**config.mk**
```make
export PLATFORM = sky130hd
export DESIGN_NAME = hpsel_top
export DESIGN_NICKNAME = d
export VERILOG_FILES = /design/src/rtl/hpsel_pkg.sv /design/src/rtl/hpsel_cand.sv /design/src/rtl/hpsel_pick.sv /design/src/rtl/hpsel_target.sv /design/src/rtl/hpsel_top.sv
export SDC_FILE = /design/constraint.sdc
export NUM_CORES = 1
export LEC_CHECK = 0
export CORE_ASPECT_RATIO = 2
export CORE_UTILIZATION = 40
export CTS_BUF_LIST = sky130_fd_sc_hd__clkbuf_8
export CTS_CLUSTER_SIZE = 25
export DETAILED_ROUTE_END_ITERATION = 8
export PLACE_DENSITY = 0.69
export SETUP_SLACK_MARGIN = 0.3
export SYNTH_ARGS = -nofsm -noshare
export SYNTH_HDL_FRONTEND = slang
export SYNTH_SLANG_ARGS = --single-unit
export TNS_END_PERCENT = 5
```
**constraint.sdc**
```tcl
create_clock -name clk -period 10.8 [get_ports clk]
set_input_delay 2.16 -clock clk [delete_from_list [all_inputs] [get_ports clk]]
set_output_delay 2.16 -clock clk [all_outputs]
set_load 0.03 [all_outputs]
```
**src/rtl/hpsel_pkg.sv**
```systemverilog
package hpsel_pkg;
    localparam int GRP_N = 3;

    typedef enum logic [1:0] {
        GRP_ZERO = 2'd0,
        GRP_ONE_S = 2'd1,
        GRP_ONE_NS = 2'd2,
        GRP_RSVD = 2'd3
    } grp_code_e;

    typedef enum logic [1:0] {
        ST_IDLE = 2'b00,
        ST_PEND = 2'b01,
        ST_ACT = 2'b10,
        ST_BOTH = 2'b11
    } irq_state_e;
endpackage

```
**src/rtl/hpsel_cand.sv**
```systemverilog
module hpsel_cand #(
    parameter int N_IRQ = 32
) (
    input  logic [N_IRQ-1:0]             pend,
    input  logic [N_IRQ-1:0]             en,
    input  logic [N_IRQ-1:0]             act,
    input  logic [2*N_IRQ-1:0]           grp,
    input  logic [hpsel_pkg::GRP_N-1:0]  grp_en,
    output logic [N_IRQ-1:0]             cand
);
    logic [3:0] grp_en_pad;
    assign grp_en_pad = {1'b0, grp_en};

    for (genvar g = 0; g < N_IRQ; g++) begin : g_line
        logic [1:0] code;
        assign code = grp[2*g +: 2];
        assign cand[g] = pend[g] & en[g] & ~act[g] & grp_en_pad[code];
    end
endmodule

```
**src/rtl/hpsel_pick.sv**
```systemverilog
module hpsel_pick #(
    parameter int N_IRQ  = 32,
    parameter int PRIO_W = 8,
    localparam int ID_W  = $clog2(N_IRQ)
) (
    input  logic [N_IRQ-1:0]        cand,
    input  logic [N_IRQ*PRIO_W-1:0] prio,
    input  logic [2*N_IRQ-1:0]      grp,
    output logic                    vld,
    output logic [ID_W-1:0]         id,
    output logic [PRIO_W-1:0]       pr,
    output logic [1:0]              gr
);
    always_comb begin
        vld = 1'b0;
        id  = '0;
        pr  = '1;
        gr  = '0;
        for (int i = 0; i < N_IRQ; i++) begin
            if (cand[i] && (!vld || prio[i*PRIO_W +: PRIO_W] < pr)) begin
                vld = 1'b1;
                id  = ID_W'(i);
                pr  = prio[i*PRIO_W +: PRIO_W];
                gr  = grp[2*i +: 2];
            end
        end
    end
endmodule

```
**src/rtl/hpsel_target.sv**
```systemverilog
module hpsel_target #(
    parameter int N_IRQ = 32,
    localparam int ID_W = $clog2(N_IRQ)
) (
    input  logic                         asleep,
    input  logic [hpsel_pkg::GRP_N-1:0]  grp_en,
    input  logic [hpsel_pkg::GRP_N-1:0]  grp_dis,
    input  logic [N_IRQ-1:0]             pend,
    input  logic [N_IRQ-1:0]             act,
    input  logic [ID_W-1:0]              sel,
    output logic [hpsel_pkg::GRP_N-1:0]  tgt_ok,
    output logic [1:0]                   stat
);
    assign tgt_ok = {hpsel_pkg::GRP_N{~asleep}} & grp_en & ~grp_dis;
    assign stat   = {act[sel], pend[sel]};
endmodule

```
**src/rtl/hpsel_top.sv**
```systemverilog
module hpsel_top #(
    parameter int N_IRQ  = 32,
    parameter int PRIO_W = 8,
    localparam int ID_W  = $clog2(N_IRQ)
) (
    input  logic                         clk,
    input  logic                         rst_n,
    input  logic [N_IRQ-1:0]             irq_pend_i,
    input  logic [N_IRQ-1:0]             irq_en_i,
    input  logic [N_IRQ-1:0]             irq_act_i,
    input  logic [N_IRQ*PRIO_W-1:0]      irq_prio_i,
    input  logic [2*N_IRQ-1:0]           irq_grp_i,
    input  logic [hpsel_pkg::GRP_N-1:0]  grp_en_i,
    input  logic [hpsel_pkg::GRP_N-1:0]  grp_dis_i,
    input  logic                         wake_wr_i,
    input  logic                         wake_sleep_i,
    output logic [1:0]                   wake_bits_o,
    input  logic [ID_W-1:0]              stat_sel_i,
    output logic [1:0]                   stat_o,
    output logic                         hp_valid_o,
    output logic [ID_W-1:0]              hp_id_o,
    output logic [PRIO_W-1:0]            hp_prio_o,
    output logic [1:0]                   hp_grp_o,
    output logic [hpsel_pkg::GRP_N-1:0]  tgt_ok_o
);
    typedef struct packed {
        logic              asleep;
        logic              vld;
        logic [ID_W-1:0]   id;
        logic [PRIO_W-1:0] prio;
        logic [1:0]        grp;
    } sel_state_t;

    sel_state_t st_d, st_q;

    logic [N_IRQ-1:0]  cand;
    logic              pk_vld;
    logic [ID_W-1:0]   pk_id;
    logic [PRIO_W-1:0] pk_prio;
    logic [1:0]        pk_grp;

    hpsel_cand #(.N_IRQ(N_IRQ)) u_cand (
        .pend(irq_pend_i), .en(irq_en_i), .act(irq_act_i),
        .grp(irq_grp_i), .grp_en(grp_en_i), .cand(cand)
    );

    hpsel_pick #(.N_IRQ(N_IRQ), .PRIO_W(PRIO_W)) u_pick (
        .cand(cand), .prio(irq_prio_i), .grp(irq_grp_i),
        .vld(pk_vld), .id(pk_id), .pr(pk_prio), .gr(pk_grp)
    );

    hpsel_target #(.N_IRQ(N_IRQ)) u_tgt (
        .asleep(st_q.asleep), .grp_en(grp_en_i), .grp_dis(grp_dis_i),
        .pend(irq_pend_i), .act(irq_act_i), .sel(stat_sel_i),
        .tgt_ok(tgt_ok_o), .stat(stat_o)
    );

    always_comb begin
        st_d      = st_q;
        st_d.vld  = pk_vld;
        st_d.id   = pk_id;
        st_d.prio = pk_prio;
        st_d.grp  = pk_grp;
        if (wake_wr_i) begin
            st_d.asleep = wake_sleep_i;
        end
    end

    always_ff @(posedge clk or negedge rst_n) begin
        if (!rst_n) begin
            st_q.asleep <= 1'b1;
            st_q.vld    <= 1'b0;
            st_q.id     <= '0;
            st_q.prio   <= '1;
            st_q.grp    <= '0;
        end else begin
            st_q <= st_d;
        end
    end

    assign hp_valid_o  = st_q.vld;
    assign hp_id_o     = st_q.id;
    assign hp_prio_o   = st_q.prio;
    assign hp_grp_o    = st_q.grp;
    assign wake_bits_o = {st_q.asleep, st_q.asleep};
endmodule

```
==> results of run 1 <==
[metrics by stage]
step / setup TNS [ns] / instance area (µm²) / setup WS (ns) / std cells
2_1_floorplan: -697.32 / 16800 / -46.53 / 2182
3_3_place_gp: -682.98 / 27700 / -45.54 / 3937
3_5_place_dp: -715.54 / 27700 / -47.69 / 3937
4_1_cts: -665.52 / 29900 / -44.35 / 4073
[cells in the mapped netlist, types with 22 or more instances]
library cell,number,area (µm²)
ha_1,160,2000
and2_2,22,165
a21oi_1,185,926
nor2b_1,24,150
o211ai_1,26,195
nor2_1,161,604
mux2_2,51,574
a21o_1,43,323
mux2i_1,90,901
nor3_1,36,180
o21ai_0,135,676
nand3_1,39,195
nand2_1,214,803
nand4_1,25,156
a31oi_1,24,150
inv_1,200,751
o22ai_1,43,269
a211oi_1,22,165
[logic make-up after synthesis]
group,after synthesis,synth area share (%)
AND/OR/NAND/NOR,736,24.9
adder cells (fa/ha/maj),168,13.0
multiplexers,183,14.0
buffers and inverters,275,8.55
flip-flops,17,2.72
AO/OA/AOI/OAI,789,36.1
XOR/XNOR,14,0.762
[layer usage]
metal | overflow | GRT usage [%]
met5 | 0 | 4.65
met4 | 7 | 60.4
met3 | 0 | 27.6
met2 | 6 | 82.1
met1 | 0 | 42.9
[timing repair]
item	4_1_cts
setup buffers	124
resized for setup	264
setup endpoints to repair	16
gates cloned	8
pin swaps	164
==> flow_summary.ini, run 1 <==
[status]
outcome = did not finish
stop_stage = global routing
firstError = [ERROR GRT-0116] Global routing finished with congestion. Check the congestion regions in the DRC Viewer.

[clock_tree]
clock-sinks = 17
cts_buffers = 3
htree_levels = 1
clock_path_buffers = 2
hold_buffers = 0
root_buffer = clkbuf_8

[floorplanning]
die_x_um = 144
initial_core_util_pct = 40.7
die_y_um = 286
ioPinCount = 454
rows = 103

[placement]
portBuffers = 453
dp_hpwl_um = 78500
place.gp.congestion = 1.06

[yosys]
syn_nets = 2773
synth_edf_count = 0
yosysWarningCount = 0
ys.flop_type = dfstp_2
syn_avg_cell_area_um2 = 7.37
syn-cell-area_um2 = 16100
ys_seq_area_share_pct = 2.72
synthesis.instances = 2182
synthDistinctLibCells = 160
ys_ff_latch = 17
async_flop_share_pct = 100

[global_route]
grt_pass1_wl_um = 158000
grt_max_degree = 32
grt_usage_pct = 52.2
overflow = 13
grt_pass1_vias = 27707
==> run 2, diff against run 1 <==
- CORE_ASPECT_RATIO: 2 -> default
- CORE_UTILIZATION: 40 -> 25
- CTS_BUF_LIST: sky130_fd_sc_hd__clkbuf_8 -> default
- CTS_CLUSTER_SIZE: 25 -> default
- PLACE_DENSITY: 0.69 -> default
- PLACE_DENSITY_LB_ADDON: default -> 0.15
- SETUP_SLACK_MARGIN: 0.3 -> default
==> run 2 against run 1 <==
Synthesized cell count unchanged. The flow now finishes, with violations (negative setup slack). Area after synthesis stayed put.
==> flow_summary.ini, run 2 <==
[status]
outcome = finished, violations left
violations = negative setup slack

[global_route]
grt_pass1_wl_um = 129000
overflow = 0
grt_usage_pct = 24.7
grt_max_degree = 32
antenna_found_initial = 17
grt_pass1_vias = 23056

[power_and_ir_drop]
p_int_w = 0.00153
pwr-share-seq_pct = 4.1
swShare_pct = 45.6
peakVddDrop_mv = 0.0628
p_clk_share_pct = 2.7
power_frac_comb_pct = 93.1
switching_power_w = 0.00128
power_leakage_nw = 14.0
power_density_nw_per_um2 = 94.7

[sta]
fmax_mhz = 18.1
hold_viol_final = 0
hold_slack_ns = 0.775
rsz0062_at_grt = true
setup_ws_ns = -44.56
period_share_pct = 513
fin_skew_ns = 0
fin_crit_ns = 55.36
worst_slew_pin_slew_ns = 0.852
relSlewSlack_pct = 43.2
drv_slew = 0
finalSetupViolCount = 16
tns_ns = -669.32

[yosys]
ys_ff_latch = 17
synth_fa_ha_area_share_pct = 13.0
syn-cell-area_um2 = 16100
synthMuxAreaShare_pct = 14.0
synth_xor_area_share_pct = 0.762
syn_nets = 2773
synth_compound_area_share_pct = 36.1
synthMostInstantiatedCell = nand2_1
synth-simple-area-share_pct = 24.9
async_flop_share_pct = 100
synth.area.top_cells = ha_1 12%, a21oi_1 5.8%, mux2i_1 5.6%
synth_top_area_cell = ha_1
yosys.area.top_type_share_pct = 12.4
syn_avg_cell_area_um2 = 7.37
synthDistinctLibCells = 160
ys.flop_type = dfstp_2
yosysWarningCount = 0
synthesis.instances = 2182
synth_top_family_by_area = compound AO/OA/AOI/OAI gates
synth_edf_count = 0
ys_seq_area_share_pct = 2.72
synth_common_cells = 214 x nand2_1, 200 x inv_1, 185 x a21oi_1

[detailed_routing]
avgViaCountPerCell = 5.04
routed_wl_um = 84200
routedWlPerCell_um = 19.2
drt_iter0_drc = 1191
firstDrtPassIters = 5
vias = 22057
postRouteAntennaNets = 0
drc = 0

[setup_path]
cp_max_fo = 11
critPathArrivalTime_ns = 55.54
path_buf_inv = 47
rr_startpoint = wake_bits_o[0]
critPathMaxStageDelay_ns = 0.43
reg2reg_depth = 1
cp_data_required_time_ns = 10.98
crit_top_cell = ha_1
startpoint = irq_act_i[0]
slowest_stage = or4_4
end_kind = flip-flop
worst-setup-path-type = input port to flip-flop
cp-start-kind = input port
ff2ff_setup_slack_ns = 9.81
critical_path.top_delay_family = compound AO/OA/AOI/OAI gates
reg2reg_to = wake_bits_o[0]

[clock_tree]
cts_buffers = 3
cts_tree = done
htree_levels = 1
clk_pin_slew_ns = 0.06
clock_path_buffers = 2
root_buffer = clkbuf_16
worstSkewPairLatency_ns = 0.26
clock-sinks = 17

[min_path]
hold_class = flip-flop to flip-flop
holdPathStages = 1
min_from = wake_bits_o[0]
whs_endpoint = wake_bits_o[0]

[layout]
largest_reg_flops = 8
nNetsFinal = 4110
final_common_cell = buf_4
layout-drive-gt1-share_pct = 42.8
syn_to_final_growth_pct = 84.3
fin_cells = 4375
final_cell_mix = 937 x buf_4, 448 x clkdlybuf4s50_1, 202 x nand2_1, 187 x inv_1, 151 x ha_1

[placement]
portBuffers = 453
dp_hpwl_um = 73600
place.gp.congestion = 0.951
placedCellCount = 4284

[floorplanning]
rows = 92
design.core.area_um2 = 63300
die_y_um = 256
die_area_um2 = 65300
die_x_um = 256
initial_core_util_pct = 25.4
ioPinCount = 454

[run]
max_cap_violations = 0
[run 2: kinds of logic after synthesis]
group / after synthesis
buffers and inverters: 275
AOI/OAI and AO/OA: 789
muxes: 183
xor gates and xnor gates: 14
and+or+nand+nor: 736
adders and majority gates: 168
DFF: 17
[run 2: how the worst max path moves through the flow]
stage / to / slack [ns] / cells after the start
after floorplan: hp_prio_o[1] / -46.53 / 359
after global placement: hp_prio_o[1] / -45.12 / 322
after detailed placement: hp_prio_o[1] / -46.78 / 324
after CTS: hp_grp_o[0] / -44.35 / 329
after global routing: hp_grp_o[1] / -48.18 / 337
final: hp_grp_o[0] / -44.56 / 331
[run 2: power by group through the flow]
stage          clock network, W  logic [W]  registers (W)
2_1_floorplan                 0    0.00117       0.000173
3_3_place_gp                  0    0.00240       0.000118
3_5_place_dp                  0    0.00244       0.000117
4_1_cts               0.0000774    0.00259       0.000117
5_1_grt               0.0000804    0.00283       0.000119
6_report              0.0000767    0.00261       0.000116
[run 2: routing by layer]
metal | vias to the layer above | track usage [%] | wire length [µm]
li1 | 10970 | - | -
met1 | 10459 | 29.6 | 35600
met2 | 502 | 46.4 | 43400
met3 | 116 | 1.87 | 3060
met4 | 10 | 7.29 | 2100
met5 | - | 0 | 64
[run 2: layout make-up]
| type | instances | area [µm²] |
|---|---|---|
| Fill cell | 6266 | 33700 |
| Multi-Input combinational cell | 1895 | 15600 |
| Timing Repair Buffer | 1401 | 11700 |
| Tap cell | 846 | 1060 |
| Inverter | 200 | 761 |
| Sequential cell | 17 | 437 |
| Clock buffer | 3 | 75.1 |
| Antenna cell | 11 | 27.5 |
| Timing Repair inverter | 1 | 7.51 |
| Clock inverter | 1 | 5.00 |
[run 2: repair_timing]
item                       CTS  global route
buffers inserted            62             8
gates resized for setup    158            30
setup endpoints to repair   16            16
hold endpoints to repair     0             0
hold buffers                 0             0
pin swaps                   87            22
gates cloned                 6             0
[run 2: per-stage QoR]
stage	setup WS [ns]	cell area, µm²	utilization, %	total power (W)
after floorplan	-46.53	16800	-	0.00134
after detailed placement	-46.78	28200	44.6	0.00256
after global placement	-45.12	28200	44.6	0.00252
final	-44.56	29600	46.8	0.00281
after global routing	-48.18	29600	46.8	0.00303
after CTS	-44.35	29400	46.5	0.00278
Power figures use the tool's default switching activity.
